==> config.mk <==
export PLATFORM = sky130hd
export DESIGN_NAME = ser_shift_port
export DESIGN_NICKNAME = d
export VERILOG_FILES = /design/src/rtl/ssp_pkg.sv /design/src/rtl/ssp_clkgen.sv /design/src/rtl/ssp_shifter.sv /design/src/rtl/ssp_core_if.sv /design/src/rtl/ser_shift_port.sv
export SDC_FILE = /design/constraint.sdc
export NUM_CORES = 1
export LEC_CHECK = 0
export BUFFER_PORTS_ARGS = -buffer_cell sky130_fd_sc_hd__clkbuf_2
export CORE_MARGIN = 3
export CORE_UTILIZATION = 60
export CTS_BUF_LIST = sky130_fd_sc_hd__clkbuf_2
export CTS_CLUSTER_DIAMETER = 200
export CTS_CLUSTER_SIZE = 28
export DETAILED_ROUTE_END_ITERATION = 8
export PLACE_DENSITY_LB_ADDON = 0.1
export RECOVER_POWER = 25
export SYNTH_ARGS = -nofsm -noshare
export SYNTH_HDL_FRONTEND = slang
export SYNTH_HIERARCHICAL = 1
export SYNTH_SLANG_ARGS = --single-unit
==> constraint.sdc <==
create_clock -name clk -period 8.2 [get_ports clk]
set_input_delay 1.64 -clock clk [delete_from_list [all_inputs] [get_ports clk]]
set_output_delay 1.64 -clock clk [all_outputs]
set_load 0.005 [all_outputs]
==> src/rtl/ssp_pkg.sv <==
package ssp_pkg;
  typedef enum logic [1:0] {
    OP_NONE  = 2'b00,
    OP_WRITE = 2'b01,
    OP_READ  = 2'b10,
    OP_XCHG  = 2'b11
  } op_e;
endpackage

==> src/rtl/ssp_clkgen.sv <==
// Bit-clock source: divider in master mode, synchronised edge detector in slave mode.
module ssp_clkgen #(
  parameter int DIVW = 8,
  parameter int SYNC = 2
) (
  input  logic            clk,
  input  logic            rst_n,
  input  logic            master,
  input  logic            cpol,
  input  logic [DIVW-1:0] div,
  input  logic            active,
  input  logic            sclk_in,
  input  logic            miso_in,
  output logic            lead_ev,
  output logic            trail_ev,
  output logic            sclk_out,
  output logic            din
);
  logic [DIVW-1:0] div_cnt, lim;
  logic            phase, tick;
  logic [SYNC-1:0] ck_sync, dt_sync;
  logic            ck_prev, s_rise, s_fall;

  assign lim  = (div == '0) ? '0 : div - 1'b1;
  assign tick = active && master && (div_cnt == lim);

  always_ff @(posedge clk or negedge rst_n) begin
    if (!rst_n) begin
      div_cnt <= '0;
      phase   <= 1'b0;
    end else if (!(active && master)) begin
      div_cnt <= '0;
      phase   <= 1'b0;
    end else if (tick) begin
      div_cnt <= '0;
      phase   <= ~phase;
    end else begin
      div_cnt <= div_cnt + 1'b1;
    end
  end

  always_ff @(posedge clk or negedge rst_n) begin
    if (!rst_n) begin
      ck_sync <= '0;
      dt_sync <= '0;
      ck_prev <= 1'b0;
    end else begin
      ck_sync <= {ck_sync[SYNC-2:0], sclk_in};
      dt_sync <= {dt_sync[SYNC-2:0], miso_in};
      ck_prev <= ck_sync[SYNC-1];
    end
  end

  assign s_rise   = ck_sync[SYNC-1] & ~ck_prev;
  assign s_fall   = ~ck_sync[SYNC-1] & ck_prev;
  assign lead_ev  = master ? (tick & ~phase) : (active & (cpol ? s_fall : s_rise));
  assign trail_ev = master ? (tick & phase)  : (active & (cpol ? s_rise : s_fall));
  assign sclk_out = master ? (cpol ^ phase) : cpol;
  assign din      = master ? miso_in : dt_sync[SYNC-1];
endmodule

==> src/rtl/ssp_shifter.sv <==
// Bit engine: indexes one word in and out, sampling on the phase-selected edge.
module ssp_shifter #(
  parameter int DW   = 32,
  parameter int LENW = 2,
  parameter int IDXW = LENW + 3
) (
  input  logic            clk,
  input  logic            rst_n,
  input  logic            cpha,
  input  logic            lead_ev,
  input  logic            trail_ev,
  input  logic            din,
  input  logic            ld_req,
  input  logic [DW-1:0]   ld_word,
  input  logic            ld_cap,
  input  logic [LENW-1:0] ld_len,
  input  logic            ld_lsb,
  output logic            active,
  output logic            pop,
  output logic            end_ev,
  output logic            done_cap,
  output logic [DW-1:0]   rx_data,
  output logic            mosi
);
  logic [DW-1:0]   word, acc, acc_nx;
  logic            cap, lsb, first, samp;
  logic [LENW-1:0] len;
  logic [IDXW-1:0] idx, last, pos;

  assign last   = {len, 3'b111};
  assign pos    = lsb ? idx : (last - idx);
  assign end_ev = active && trail_ev && (idx == last);
  assign pop    = ld_req && (!active || end_ev);
  assign samp   = active && (cpha ? trail_ev : lead_ev);

  always_comb begin
    acc_nx = acc;
    if (samp) acc_nx[pos] = din;
  end

  always_ff @(posedge clk or negedge rst_n) begin
    if (!rst_n) begin
      active <= 1'b0;
      word   <= '0;
      acc    <= '0;
      cap    <= 1'b0;
      lsb    <= 1'b0;
      len    <= '0;
      idx    <= '0;
      first  <= 1'b0;
    end else if (pop) begin
      active <= 1'b1;
      word   <= ld_word;
      cap    <= ld_cap;
      lsb    <= ld_lsb;
      len    <= ld_len;
      idx    <= '0;
      first  <= 1'b1;
      acc    <= '0;
    end else if (end_ev) begin
      active <= 1'b0;
    end else if (active) begin
      acc <= acc_nx;
      if (cpha) begin
        if (lead_ev) begin
          if (first) first <= 1'b0;
          else       idx   <= idx + 1'b1;
        end
      end else if (trail_ev) begin
        idx <= idx + 1'b1;
      end
    end
  end

  assign rx_data  = acc_nx;
  assign done_cap = end_ev && cap;
  assign mosi     = active ? word[pos] : 1'b0;
endmodule

==> src/rtl/ssp_core_if.sv <==
// Core-side request channel: one-word send slot, received-word register, stall logic.
module ssp_core_if
  import ssp_pkg::*;
#(
  parameter int DW   = 32,
  parameter int LENW = 2
) (
  input  logic            clk,
  input  logic            rst_n,
  input  logic            req_valid,
  input  logic [1:0]      req_op,
  input  logic [DW-1:0]   req_wdata,
  input  logic [LENW-1:0] cfg_len,
  input  logic            cfg_lsb,
  input  logic            pop,
  input  logic            done_cap,
  input  logic [DW-1:0]   rx_data,
  output logic            req_ready,
  output logic            stall,
  output logic            rsp_valid,
  output logic [DW-1:0]   rsp_rdata,
  output logic            hold_full,
  output logic [DW-1:0]   hold_word,
  output logic            hold_cap,
  output logic [LENW-1:0] hold_len,
  output logic            hold_lsb,
  output logic            rx_valid
);
  op_e           op;
  logic          is_rd, is_wr, wr_acc, rd_acc;
  logic [DW-1:0] rx_word;

  assign op        = op_e'(req_op);
  assign is_rd     = (op == OP_READ);
  assign is_wr     = (op == OP_WRITE) || (op == OP_XCHG);
  assign req_ready = is_rd ? rx_valid : (is_wr ? !hold_full : 1'b1);
  assign stall     = req_valid && !req_ready;
  assign wr_acc    = req_valid && is_wr && !hold_full;
  assign rd_acc    = req_valid && is_rd && rx_valid;

  always_ff @(posedge clk or negedge rst_n) begin
    if (!rst_n) begin
      hold_full <= 1'b0;
      hold_word <= '0;
      hold_cap  <= 1'b0;
      hold_len  <= '0;
      hold_lsb  <= 1'b0;
    end else if (wr_acc) begin
      hold_full <= 1'b1;
      hold_word <= req_wdata;
      hold_cap  <= (op == OP_XCHG);
      hold_len  <= cfg_len;
      hold_lsb  <= cfg_lsb;
    end else if (pop) begin
      hold_full <= 1'b0;
    end
  end

  always_ff @(posedge clk or negedge rst_n) begin
    if (!rst_n) begin
      rx_valid <= 1'b0;
      rx_word  <= '0;
    end else if (done_cap) begin
      rx_valid <= 1'b1;
      rx_word  <= rx_data;
    end else if (rd_acc) begin
      rx_valid <= 1'b0;
    end
  end

  assign rsp_valid = rd_acc;
  assign rsp_rdata = rx_word;
endmodule

==> src/rtl/ser_shift_port.sv <==
module ser_shift_port #(
  parameter int DW   = 32,
  parameter int DIVW = 8,
  parameter int SYNC = 2,
  localparam int LENW = $clog2(DW / 8),
  localparam int IDXW = LENW + 3
) (
  input  logic            clk,
  input  logic            rst_n,
  input  logic            cfg_master,
  input  logic            cfg_cpol,
  input  logic            cfg_cpha,
  input  logic            cfg_lsb_first,
  input  logic [LENW-1:0] cfg_len,
  input  logic [DIVW-1:0] cfg_div,
  input  logic            req_valid,
  input  logic [1:0]      req_op,
  input  logic [DW-1:0]   req_wdata,
  output logic            req_ready,
  output logic            stall,
  output logic            rsp_valid,
  output logic [DW-1:0]   rsp_rdata,
  input  logic            sclk_in,
  input  logic            miso_in,
  output logic            sclk_out,
  output logic            mosi
);
  logic            lead_ev, trail_ev, din;
  logic            active, pop, end_ev, end_cap;
  logic [DW-1:0]   rx_data, hold_word;
  logic            hold_full, hold_cap, hold_lsb, rx_valid;
  logic [LENW-1:0] hold_len;

  ssp_clkgen #(.DIVW(DIVW), .SYNC(SYNC)) u_clk (
    .clk(clk), .rst_n(rst_n), .master(cfg_master), .cpol(cfg_cpol), .div(cfg_div),
    .active(active), .sclk_in(sclk_in), .miso_in(miso_in),
    .lead_ev(lead_ev), .trail_ev(trail_ev), .sclk_out(sclk_out), .din(din)
  );

  ssp_shifter #(.DW(DW), .LENW(LENW), .IDXW(IDXW)) u_shift (
    .clk(clk), .rst_n(rst_n), .cpha(cfg_cpha), .lead_ev(lead_ev), .trail_ev(trail_ev),
    .din(din), .ld_req(hold_full), .ld_word(hold_word), .ld_cap(hold_cap),
    .ld_len(hold_len), .ld_lsb(hold_lsb), .active(active), .pop(pop),
    .end_ev(end_ev), .done_cap(end_cap), .rx_data(rx_data), .mosi(mosi)
  );

  ssp_core_if #(.DW(DW), .LENW(LENW)) u_if (
    .clk(clk), .rst_n(rst_n), .req_valid(req_valid), .req_op(req_op),
    .req_wdata(req_wdata), .cfg_len(cfg_len), .cfg_lsb(cfg_lsb_first),
    .pop(pop), .done_cap(end_cap), .rx_data(rx_data),
    .req_ready(req_ready), .stall(stall), .rsp_valid(rsp_valid), .rsp_rdata(rsp_rdata),
    .hold_full(hold_full), .hold_word(hold_word), .hold_cap(hold_cap),
    .hold_len(hold_len), .hold_lsb(hold_lsb), .rx_valid(rx_valid)
  );
endmodule

# Yosys cells after proc, flatten, opt, wreduce, memory -nomap -nowiden
# Cells that the tools add are included.
# word_totals
ff_bits	159
wordCells	117
# op_classes
add_sub_neg	4
magnitude_cmp	2
n_eq_ne	9
mux	43
bitwise	10
reduce_logical	29
# ops
op	n
two-way mux 32 bit	4
two-way mux 5 bit	8
bitwise mux 32 bit	1
two-way mux 1 bit	25
two-way mux 8 bit	3
logical AND 1 bit	13
nonzero test 2 bit	6
adder 8 x 1 -> 8 bit (second input constant)	1
equality test 8 bit	1
logical NOT 8 bit	1
subtractor 8 x 1 -> 8 bit (second input constant)	1
bitwise AND 1 bit	6
less-than comparator 5 x 6 -> 1 bit (second input constant)	1
adder 5 x 1 -> 5 bit (second input constant)	1
binary-select mux 1 bit (select 5 bit)	1
demux 1 bit (select 5 bit)	1
equality test 5 bit	1
greater-or-equal comparator 5 x 1 -> 1 bit (second input constant)	1
AND reduction 5 bit	1
subtractor 5 bit	1
equality test 2 bit (second input constant)	2
AND reduction 4 bit	1
logical NOT 1 bit	3
!= test 3 x 1 -> 1 bit (second input constant)	1
9 further kinds	12

# Logic depth before layout (Yosys ltp)
# logic_depth
ltp_word	12
depth_mapped	15

# Hierarchy
# The synthesis kept the hierarchy.
# by_module_without_submodules
mod	n_inst	cells_each	area_each_um2	seq_area_each_um2
ssp_shifter	1	432	4551.9	1876.8
ssp_core_if	1	157	2782.7	1751.7
ssp_clkgen	1	116	1051.0	350.3

# Worst setup path after synthesis
# OpenSTA, ideal clock, no wires.
# synth_path
kind	in2reg
startpoint	in cfg_div[2]
endpoint	reg u_if.rx_word[20] (netlist: u_if/rsp_rdata[20])
arrival_time_ns	4.829
required_ns	8.075
path_slack_ns	3.246
cell_stages	13
n_path_buf	2
cell_sequence	buf_6 > or4_4 > o21a_1 > or3_1 > a221o_1 > nor4_1 > o21a_1 > mux2_2 > o211a_1 > buf_2 > o211a_1 > mux2_1 > mux2_2
# synth_via
elab_chain_len	9
word_cells_on_any_way	15
classes_between	1 x add/sub; 1 x eq/ne; 5 x mux; 2 x bitwise; 6 x reduce/logical
# synth_lines
element	line_no	rtl
start: declaration	ser_shift_port.sv:15	input logic [DIVW-1:0] cfg_div,
subtractor 8 x 1 -> 8 bit or logical NOT 8 bit (tied branches)	ssp_clkgen.sv:24	assign lim = (div == '0) ? '0 : div - 1'b1;
two-way mux 8 bit (*)	ssp_clkgen.sv:24	
equality test 8 bit (*)	ssp_clkgen.sv:25	assign tick = active && master && (div_cnt == lim);
logical AND 1 bit (*)	ssp_clkgen.sv:25	
bitwise AND 1 bit (*)	ssp_clkgen.sv:56	assign lead_ev = master ? (tick & ~phase) : (active & (cpol ? s_fall : s_rise));
two-way mux 1 bit (*)	ssp_clkgen.sv:56	
via lead_ev	ser_shift_port.sv:28	logic lead_ev, trail_ev, din;
two-way mux 1 bit (*)	ssp_shifter.sv:34	assign samp = active && (cpha ? trail_ev : lead_ev);
logical AND 1 bit (*)	ssp_shifter.sv:34	
two-way mux 32 bit (*)	ssp_shifter.sv:38	if (samp) acc_nx[pos] = din;
via rx_data[20]	ser_shift_port.sv:30	logic [DW-1:0] rx_data, hold_word;
end signal: assignment	ssp_core_if.sv:65	rx_word <= rx_data;
end: declaration	ssp_core_if.sv:31	logic [DW-1:0] rx_word;
# Mark *: on every way through the listed nets, which the timed path passes. The rest lies on a longest branch.
# A chain may end at the register's enable or synchronous reset.

# Final worst setup path
# layout_path
startpoint	reg u_shift.lsb
endpoint	out mosi
# layout_via
elab_chain_len	4
# layout_lines
element	line_no	rtl
start: declaration	ssp_shifter.sv:26	logic cap, lsb, first, samp;
start signal: assignment	ssp_shifter.sv:55	lsb <= ld_lsb;
two-way mux 5 bit	ssp_shifter.sv:31	assign pos = lsb ? idx : (last - idx);
binary-select mux 1 bit (select 5 bit)	ssp_shifter.sv:77	assign mosi = active ? word[pos] : 1'b0;
two-way mux 1 bit (implied by the code)	ssp_shifter.sv:77	
two-way mux 1 bit	ssp_shifter.sv:77	
end: declaration	ser_shift_port.sv:26	output logic mosi
# Every way passes these cells. The select of a mux whose other input is x is not followed.

==> reports/results.ini <==
[status]
status = finished clean

[power]
p_per_area_nw_per_um2 = 197
irDropWorstVdd_uv = 114
p_leak_nw = 4.55

[cells_and_area]
final_nets = 830
final_util_pct = 66.7
final_cell_area_um2 = 8970
finalNonFillerCells = 959
antenna_cells = 0
area_growth_pct = 7.00
drive_gt1_share_pct = 33.6

[synth]
synth.most_common_cell = dfrtp_1
synth_area_leader_cell = dfrtp_1
async_flop_share_pct = 100
synth_nets = 762
yosys_warnings = 6
synth.top_cell.area_share_pct = 47.4
synth_edf_count = 0
synthDistinctLibCells = 75
synth_cells = 705
syn-cell-area_um2 = 8390
synth.avg_cell_area_um2 = 11.9
synth_seq_cells = 159
synth_common_cells = 159 x dfrtp_1, 75 x mux2_2, 53 x o21ai_0
yosysSeqAreaShare_pct = 47.4
synthFlopType = dfrtp_1
synthTopCellsByArea = dfrtp_1 47%, mux2_2 10%, mux2_4 5.2%

[worst_setup_path]
critPathArrivalTime_ns = 3.39
crit_path_start_kind = flip-flop
critPathRequiredTime_ns = 6.56
end_kind = output port
crit_family = flip-flops
crit_slowest_cell = dfrtp_1
crit_path_cell_trace = mux4_1, mux2i_1, a22oi_1, and3_1, and4b_1, clkbuf_2
crit_type = flip-flop to output port
reg2reg_slack_ns = 4.33
cpPeakStageDelay_ns = 1.16
crit_buf_inv = 1
path_max_fanout = 33

[drt]
topRoutingLayerUsed = met4
via_per_inst = 6.05
routedWlPerCell_um = 17.7
firstDrtPassIters = 7
drt-met1-wl_um = 7450
routed_wl_um = 17000
postRouteAntennaNets = 0
wl_met3_um = 865
drc = 0
via_count = 5798
dr_wl_met2_um = 8450
drt_iter0_drc = 493

[job]
maxCapViolations = 0

[timing]
finalCritPeriodShare_pct = 61.3
slew_violations = 0
setup_viol = 0
tightest_slew_ns = 1.18
hold_ws_ns = 0.369
finalSetupTns_ns = 0
rsz0062_at_grt = no
final_hold_viol_count = 0
relSlewSlack_pct = 21.3
max_clock_freq_mhz = 199
fin_crit_ns = 5.03
finClkSkew_ns = 0.0226

[die]
die_h_um = 124
start_util_pct = 62.3
core_area_um2 = 13500
die_w_um = 124
die_area_um2 = 15400
io-pin-count = 90
rows = 42

[placed_design]
dp_hpwl_um = 11800
portBuffers = 89
routabilityCongestion = 0.828
place_area_um2 = 8800
dp.cells = 930

[global_routing]
grt_pass1_wl_um = 28700
gr-total-overflow = 0
grt_usage_pct = 22.5
grt_pass1_vias = 5845
grt_max_degree = 115
antenna_found_initial = 0

[worst_hold_path]
hold_path.class = flip-flop to flip-flop

[cts]
tritoncts = built
cts_buffers = 17
ctsHoldBuffers = 0
clock-root-buffer = clkbuf_2
clock_sinks = 159
cts.clk_slew.worst_paths_ns = 0.18
cts-htree-levels = 4
cts_setup_buffers = 0
cts_buffer_depth = 2
cts_resized = 0
clk_latency_ns = 0.71

==> final timing paths <==
check	from	to	cells after the start
max	u_shift/lsb$_DFFE_PN0P_	mosi	6
min in group asynchronous	rst_n	u_clk/div_cnt[2]$_DFF_PN0_	1
max reg2reg	u_clk/div_cnt[3]$_DFF_PN0_	u_shift/word[20]$_DFFE_PN0P_	11
min reg2reg	u_clk/ck_sync[0]$_DFF_PN0_	u_clk/ck_sync[1]$_DFF_PN0_	0
max in group asynchronous	rst_n	u_if/rsp_rdata[21]$_DFFE_PN0P_	2
min	u_clk/ck_sync[0]$_DFF_PN0_	u_clk/ck_sync[1]$_DFF_PN0_	0
==> placed cells by master, fill, tap and decap left out, types with 3 or more instances in the layout <==
cell,netlist,final
a22o_1,8,8
dfrtp_1,159,159
mux2_2,75,75
clkbuf_2,0,107
o22ai_1,14,14
inv_1,26,26
o21a_1,7,7
xnor2_1,8,8
mux4_2,14,14
buf_4,6,7
o21ai_1,4,4
mux2_1,10,10
or4_1,3,3
nor2b_2,4,4
nand2_1,44,44
and3b_1,3,3
nand3_1,20,20
ha_1,4,4
o211a_1,10,10
mux2i_1,8,8
a211oi_1,5,5
and3_1,4,4
nand3b_1,7,7
xor2_1,10,10
nand4_1,8,8
nor3_1,4,4
clkinv_2,0,4
mux2_4,29,29
nor2_1,24,24
nor3b_1,5,5
nor4_1,6,6
a21oi_1,28,28
o21ai_0,53,53
nand2b_1,3,3
a31oi_1,4,4
or3_1,5,5
==> sequential cells by signal, indices dropped and copies added, names as in the netlist, 2 cells and up <==
name / count
u_if/hold_word: 32
u_shift/word: 32
u_shift/idx: 5
u_if/hold_len: 2
u_if/rsp_rdata: 32
u_clk/div_cnt: 8
u_shift/len: 2
u_clk/ck_sync: 2
u_shift/acc: 32
u_clk/dt_sync: 2
==> area by class of cell <==
class / count / area [um^2]
tap: 176 / 220
sequential: 159 / 3980
clock buffer: 20 / 100
timing repair buffer: 96 / 503
multi-input combinational: 473 / 4000
inverter: 26 / 97.6
clock inverter: 9 / 72.6
fill: 1069 / 4480
==> metrics by stage <==
step | power (W) | setup WS (ns)
2_1_floorplan | 0.00131 | 3.25
3_3_place_gp | 0.00140 | 2.78
3_5_place_dp | 0.00143 | 2.61
4_1_cts | 0.00178 | 3.15
5_1_grt | 0.00188 | 2.93
6_report | 0.00177 | 3.17
==> routing by layer <==
metal	vias to the layer above	global-route usage [%]
li1	2703	-
met1	2879	30.5
met2	195	37.2
met3	21	4.17
met4	0	6.77
met5	-	0
==> report_power, final <==
group          total (W)  switching, W  internal [W]
combinational   0.000412      0.000199      0.000214
sequential       0.00100      0.000123      0.000881
clock           0.000351      0.000248      0.000103
==> kinds of logic after synthesis <==
group           share of synthesized area, %
mux                                     21.9
compound gates                          11.8
fa+ha+maj                              0.597
flops                                   47.4
buf+inv                                 4.85
simple gates                            10.5
xor+xnor                                2.82
Note: power is estimated with default switching activity, not from simulation.
